===== src/rtl/sbcg_pkg.sv =====
package sbcg_pkg;

   // Beat ordering within a fixed-length burst
   typedef enum logic {
      ORD_SEQ = 1'b0,
      ORD_ILV = 1'b1
   } order_e;

   // Number of beats for a given log2 length
   function automatic int beats_of(input int lg);
      return 1 << lg;
   endfunction

endpackage


===== src/rtl/sbcg_len_decode.sv =====
module sbcg_len_decode
   import sbcg_pkg::*;
#(
   parameter int COL_W     = 9,
   parameter int CODE_W    = 3,
   parameter int MAX_LOG2  = 3,
   parameter int FULL_CODE = 7
) (
   input  logic [CODE_W-1:0] code_i,
   input  order_e            order_i,
   output logic [COL_W-1:0]  mask_o,
   output logic              full_o
);

   localparam logic [COL_W-1:0] ALL_ONES = {COL_W{1'b1}};
   localparam logic [COL_W-1:0] MAX_MASK = ALL_ONES >> (COL_W - MAX_LOG2);

   always_comb begin
      mask_o = '0;
      full_o = 1'b0;
      for (int k = 0; k <= MAX_LOG2; k++) begin
         if (int'(code_i) == k) mask_o = ALL_ONES >> (COL_W - k);
      end
      if (int'(code_i) == FULL_CODE) begin
         if (order_i == ORD_ILV) begin
            mask_o = MAX_MASK;
         end else begin
            mask_o = ALL_ONES;
            full_o = 1'b1;
         end
      end
   end

endmodule


===== src/rtl/sbcg_beat_ctr.sv =====
module sbcg_beat_ctr
   import sbcg_pkg::*;
#(
   parameter int COL_W = 9
) (
   input  logic             clk,
   input  logic             rst_n,
   input  logic             start_i,
   input  logic             stop_i,
   input  logic [COL_W-1:0] base_i,
   input  logic [COL_W-1:0] mask_i,
   input  logic             full_i,
   input  order_e           order_i,
   output logic             active_o,
   output logic [COL_W-1:0] beat_o,
   output logic [COL_W-1:0] base_o,
   output logic [COL_W-1:0] mask_o,
   output logic             full_o,
   output order_e           order_o
);

   logic final_beat;
   assign final_beat = !full_o && (beat_o == mask_o);

   always_ff @(posedge clk) begin
      if (!rst_n) begin
         active_o <= 1'b0;
         beat_o   <= '0;
         base_o   <= '0;
         mask_o   <= '0;
         full_o   <= 1'b0;
         order_o  <= ORD_SEQ;
      end else if (start_i) begin
         active_o <= 1'b1;
         beat_o   <= '0;
         base_o   <= base_i;
         mask_o   <= mask_i;
         full_o   <= full_i;
         order_o  <= order_i;
      end else if (active_o) begin
         if (stop_i || final_beat) begin
            active_o <= 1'b0;
         end else begin
            beat_o <= beat_o + 1'b1;
         end
      end
   end


   start_launch_chk: assert property (@(posedge clk) disable iff (!rst_n)
      start_i |=> (active_o && beat_o == '0));


   stop_end_chk: assert property (@(posedge clk) disable iff (!rst_n)
      (active_o && stop_i && !start_i) |=> !active_o);


   full_run_chk: assert property (@(posedge clk) disable iff (!rst_n)
      (active_o && full_o && !stop_i && !start_i) |=> active_o);

endmodule


===== src/rtl/sbcg_col_map.sv =====
module sbcg_col_map
   import sbcg_pkg::*;
#(
   parameter int COL_W = 9
) (
   input  logic [COL_W-1:0] base_i,
   input  logic [COL_W-1:0] beat_i,
   input  logic [COL_W-1:0] mask_i,
   input  order_e           order_i,
   output logic [COL_W-1:0] col_o
);

   logic [COL_W-1:0] sum;
   assign sum = base_i + beat_i;

   // Each bit inside the burst window follows the ordering; bits above stay put.
   for (genvar b = 0; b < COL_W; b++) begin : g_bit
      always_comb begin
         if (!mask_i[b])
            col_o[b] = base_i[b];
         else if (order_i == ORD_ILV)
            col_o[b] = base_i[b] ^ beat_i[b];
         else
            col_o[b] = sum[b];
      end
   end

endmodule


===== src/rtl/sdram_burst_colgen.sv =====
module sdram_burst_colgen
   import sbcg_pkg::*;
#(
   parameter int COL_W     = 9,
   parameter int CODE_W    = 3,
   parameter int MAX_LOG2  = 3,
   parameter int FULL_CODE = 7
) (
   input  logic              clk,
   input  logic              rst_n,
   input  logic              start_i,
   input  logic [COL_W-1:0]  start_col_i,
   input  logic [CODE_W-1:0] len_code_i,
   input  logic              interleave_i,
   input  logic              stop_i,
   output logic [COL_W-1:0]  col_o,
   output logic              beat_valid_o,
   output logic              last_beat_o
);

   localparam int MAX_BEATS = beats_of(MAX_LOG2);

   if (COL_W < MAX_LOG2) begin : g_bad_width
      $error("COL_W must cover the longest fixed burst");
   end
   if (FULL_CODE <= MAX_LOG2 || FULL_CODE >= (1 << CODE_W)) begin : g_bad_code
      $error("FULL_CODE must be a free code of the length field");
   end
   if (MAX_BEATS > (1 << COL_W)) begin : g_bad_beats
      $error("burst longer than a page");
   end

   order_e           order_in;
   logic [COL_W-1:0] mask_dec;
   logic             full_dec;
   logic             active;
   logic [COL_W-1:0] beat_q, base_q, mask_q;
   logic             full_q;
   order_e           order_q;

   assign order_in = interleave_i ? ORD_ILV : ORD_SEQ;

   sbcg_len_decode #(
      .COL_W(COL_W), .CODE_W(CODE_W), .MAX_LOG2(MAX_LOG2), .FULL_CODE(FULL_CODE)
   ) u_dec (
      .code_i  (len_code_i),
      .order_i (order_in),
      .mask_o  (mask_dec),
      .full_o  (full_dec)
   );

   sbcg_beat_ctr #(.COL_W(COL_W)) u_ctr (
      .clk      (clk),
      .rst_n    (rst_n),
      .start_i  (start_i),
      .stop_i   (stop_i),
      .base_i   (start_col_i),
      .mask_i   (mask_dec),
      .full_i   (full_dec),
      .order_i  (order_in),
      .active_o (active),
      .beat_o   (beat_q),
      .base_o   (base_q),
      .mask_o   (mask_q),
      .full_o   (full_q),
      .order_o  (order_q)
   );

   sbcg_col_map #(.COL_W(COL_W)) u_map (
      .base_i  (base_q),
      .beat_i  (beat_q),
      .mask_i  (mask_q),
      .order_i (order_q),
      .col_o   (col_o)
   );

   assign beat_valid_o = active;
   assign last_beat_o  = active && !full_q && (beat_q == mask_q);


   start_col_chk: assert property (@(posedge clk) disable iff (!rst_n)
      start_i |=> (beat_valid_o && col_o == $past(start_col_i)));


   last_drop_chk: assert property (@(posedge clk) disable iff (!rst_n)
      (last_beat_o && !start_i) |=> !beat_valid_o);


   upper_hold_chk: assert property (@(posedge clk) disable iff (!rst_n)
      (beat_valid_o && !last_beat_o && !full_q && !start_i && !stop_i)
         |=> $stable(col_o & ~mask_q));


   idle_last_chk: assert property (@(posedge clk) disable iff (!rst_n)
      !beat_valid_o |-> !last_beat_o);

endmodule


===== config.mk =====
export PLATFORM = sky130hd
export DESIGN_NAME = sdram_burst_colgen
export DESIGN_NICKNAME = d
export VERILOG_FILES = /design/src/rtl/sbcg_pkg.sv /design/src/rtl/sbcg_len_decode.sv /design/src/rtl/sbcg_beat_ctr.sv /design/src/rtl/sbcg_col_map.sv /design/src/rtl/sdram_burst_colgen.sv
export SDC_FILE = /design/constraint.sdc
export NUM_CORES = 1
export LEC_CHECK = 0
export BUFFER_PORTS_ARGS = -buffer_cell sky130_fd_sc_hd__buf_2
export CELL_PAD_IN_SITES_DETAIL_PLACEMENT = 2
export CELL_PAD_IN_SITES_GLOBAL_PLACEMENT = 2
export CORE_ASPECT_RATIO = 0.7
export CORE_MARGIN = 2
export CORE_UTILIZATION = 37
export CTS_BUF_LIST = sky130_fd_sc_hd__clkbuf_2 sky130_fd_sc_hd__clkbuf_4 sky130_fd_sc_hd__clkbuf_8
export DETAILED_ROUTE_END_ITERATION = 10
export HOLD_SLACK_MARGIN = 0.02
export PLACE_DENSITY_LB_ADDON = 0.12
export SETUP_SLACK_MARGIN = 0.15
export SLEW_MARGIN = 20
export SYNTH_ARGS = -nofsm -noshare
export SYNTH_HDL_FRONTEND = slang
export SYNTH_SLANG_ARGS = --single-unit

===== constraint.sdc =====
create_clock -name clk -period 3.9 [get_ports clk]
set_input_delay 0.195 -clock clk [delete_from_list [all_inputs] [get_ports clk]]
set_output_delay 0.195 -clock clk [all_outputs]
set_load 0.1 [all_outputs]

==> out/metrics.cfg <==
[global_route]
grt_usage_pct = 21.1
grt_pass1_vias = 1683
grt_pass1_wl_um = 8370
gr-total-overflow = 0
grt_max_degree = 21
antenna_found_initial = 0

[synth]
synth_edf_count = 0
syn_inst = 191
seq_area_frac_synth_pct = 29.0
synth_cell_types = 48
ys.flop_type = dfxtp_1
avgSynthCellArea_um2 = 8.66
synth-seq-cells = 24
yosys_warnings = 0
syn_nets = 218
syn-cell-area_um2 = 1650
ys_async_sr_fraction_pct = 0

[sta]
fin_setup_tns_ns = 0
rsz0062_at_grt = false
setup_viol = 0
slew_headroom_pct = 50.7
fin_ws_ns = 0.740
fin_crit_sh_pct = 81.0
fmax_mhz = 316
final.min_clock_period_ns = 3.16
hold_violations = 0
fin_worst_skew_ns = 0.00293
report.final.slew_viol_count = 0
worstMarginPinSlew_ns = 0.738

[power_and_ir_drop]
power_frac_comb_pct = 23.7
finalPower_w = 0.000581
switchingPower_w = 0.000199
clkPwrFrac_pct = 30.4
switching_share_pct = 34.2
intPower_w = 0.000382
p_seq_share_pct = 45.9
power_density_nw_per_um2 = 309
peakVddDrop_v = 0.000132
p_leak_nw = 0.795

[clock_network]
clk_path_buf_depth = 2
cts_sinks = 24
cts_buffers = 3
clk_pin_slew_worst_paths_ns = 0.09
ctsResizeCount = 0
cts_tree = done
clock_latency_ns = 0.27
post_cts_buffers = 0
cts.hold.buffers_added = 0
htree_levels = 1
root_buffer = clkbuf_8

[worst_setup_path]
crit_start = u_ctr.beat_o[0]
cp.required_ns = 3.70
rrSetupSlack_ns = 2.20
crit_path_end_kind = output port
crit_path_end = col_o[8]
cp.arrival_ns = 2.97
path_max_fanout = 8
crit_type = flip-flop to output port
worstRegToRegCells = 4
cp-start-kind = flip-flop
r2r_end = u_ctr.beat_o[1]
rr_startpoint = u_ctr.mask_o[7]

[place]
dp_hpwl_um = 3890
gp_congestion = 0.784
portBuffers = 27
dp_slack_ns = 1.13

[run_status]
outcome = complete, no violations

[floorplan]
start_util_pct = 38.2
ios = 28
placementRows = 20
coreArea_um2 = 4330
die_area_um2 = 5030
die_x_um = 83.9
chipHeight_um = 59.9

[detailed_routing]
drtIter0Drc = 34
wirelength_um = 4990
dr.pass1.iters = 4
avgViaCountPerCell = 5.71
routed-via-count = 1542
wl_per_cell_um = 18.5
drc_errors = 0
postRouteAntennaNets = 0

[finish]
fillers = 492
final_common_cell = buf_2
layout-drive-gt1-share_pct = 17.7
antenna_cells = 0
mostFrequentLayoutCells = buf_2, dfxtp_1, mux2i_1
syn_to_final_growth_pct = 13.8
nNetsFinal = 243

[flow_run]
maxCapViolCount = 0

[worst_hold_path]
hold_path.class = input pin to flip-flop

-- power groups by stage --
stage	logic [W]	clock network, W	registers [W]
final	0.000138	0.000177	0.000266
after global placement	0.000133	0	0.000271
after CTS	0.000139	0.000182	0.000266
after detailed placement	0.000138	0	0.000272
after global routing	0.000147	0.000189	0.000268
after floorplan	0.000107	0	0.000270
-- routing by layer --
metal | wire [um] | track usage, %
met2 | 2410 | 37.5
met4 | 32 | 5.07
met5 | 0 | 0
met3 | 172 | 3.59
met1 | 2380 | 27.3
-- worst min-delay path by stage --
stage	startpoint	cells after the start	end
final	start_col_i[6]	3	u_ctr.base_o[6]
after global routing	start_col_i[2]	3	u_ctr.base_o[2]
after CTS	start_col_i[6]	3	u_ctr.base_o[6]
after detailed placement	start_col_i[6]	3	u_ctr.base_o[6]
after global placement	start_col_i[1]	3	u_ctr.base_o[1]
after floorplan	rst_n	1	u_ctr.base_o[8]
-- critical path, cell delays in order, from the launching register on --
cell      delay [ns]
dfxtp_1         0.40
ha_1            0.29
fa_1            0.44
a211oi_1        0.41
nor2_1          0.16
a221o_1         0.35
o211ai_1        0.17
buf_2           0.46
-- synthesized netlist by cell type (2+ instances only) --
library cell   n  share of area, %
nor2_1         9               2.0
and3_1         2              0.76
mux2i_1       17                10
nand3b_1       2              0.91
nor2b_1       15               5.7
o211ai_1       2              0.91
o2111ai_1      2               1.1
nor3_1         2              0.61
a21boi_0       2              0.91
a21o_1         2              0.91
xor2_1         3               1.6
or3_1          2              0.76
buf_2          4               1.2
nor3b_1        2              0.91
ha_1           9               6.8
nand2b_1      10               3.8
xnor2_1        5               2.6
or4_1          3               1.4
o21ai_0        5               1.5
nand3_1        6               1.8
o21a_1         2              0.91
a211oi_1       3               1.4
clkbuf_1       3              0.68
nand4_1        5               1.9
dfxtp_1       24                29
a21oi_1        8               2.4
a31oi_1        4               1.5
nand2_1       13               3.0
inv_1          6               1.4
-- final cells by class --
cell class              count  area, um2  share of cell area, %
clock buffers               4       55.1                   2.93
inverters                   6       22.5                   1.20
multi-input cells         154       1120                   59.5
flip-flops and latches     24        480                   25.5
well taps                  55       68.8                   3.66
repair buffers             27        135                   7.18
-- state kept, by name, indices dropped and copies added, names as in the netlist --
name and flops:
u_ctr.active_o 1, u_ctr.mask_o 4, u_ctr.beat_o 9, u_ctr.order_o 1
u_ctr.base_o 9
-- kinds of logic (layout without fill, tap and decap cells) --
family          after synthesis  count (layout)  share of synthesized area [%]
simple gates                 77              77                           26.3
mux                          18              18                           11.0
compound gates               41              41                           18.2
fa+ha+maj                    10              10                           8.02
flops                        24              24                           29.0
buf+inv                      13              37                           3.25
xor+xnor                      8               8                           4.24
-- metrics by stage --
stage / hold WS, ns / instances / utilization [%] / area, um2
after detailed placement: 0.470 / 266 / 42.2 / 1830
after global placement: 0.451 / 266 / 42.2 / 1830
after global routing: 0.198 / 270 / 43.5 / 1880
after CTS: 0.178 / 270 / 43.5 / 1880
final: 0.178 / 270 / 43.5 / 1880
after floorplan: 0.323 / 191 / - / 1650
No activity file was read; power rests on OpenSTA's default activity.
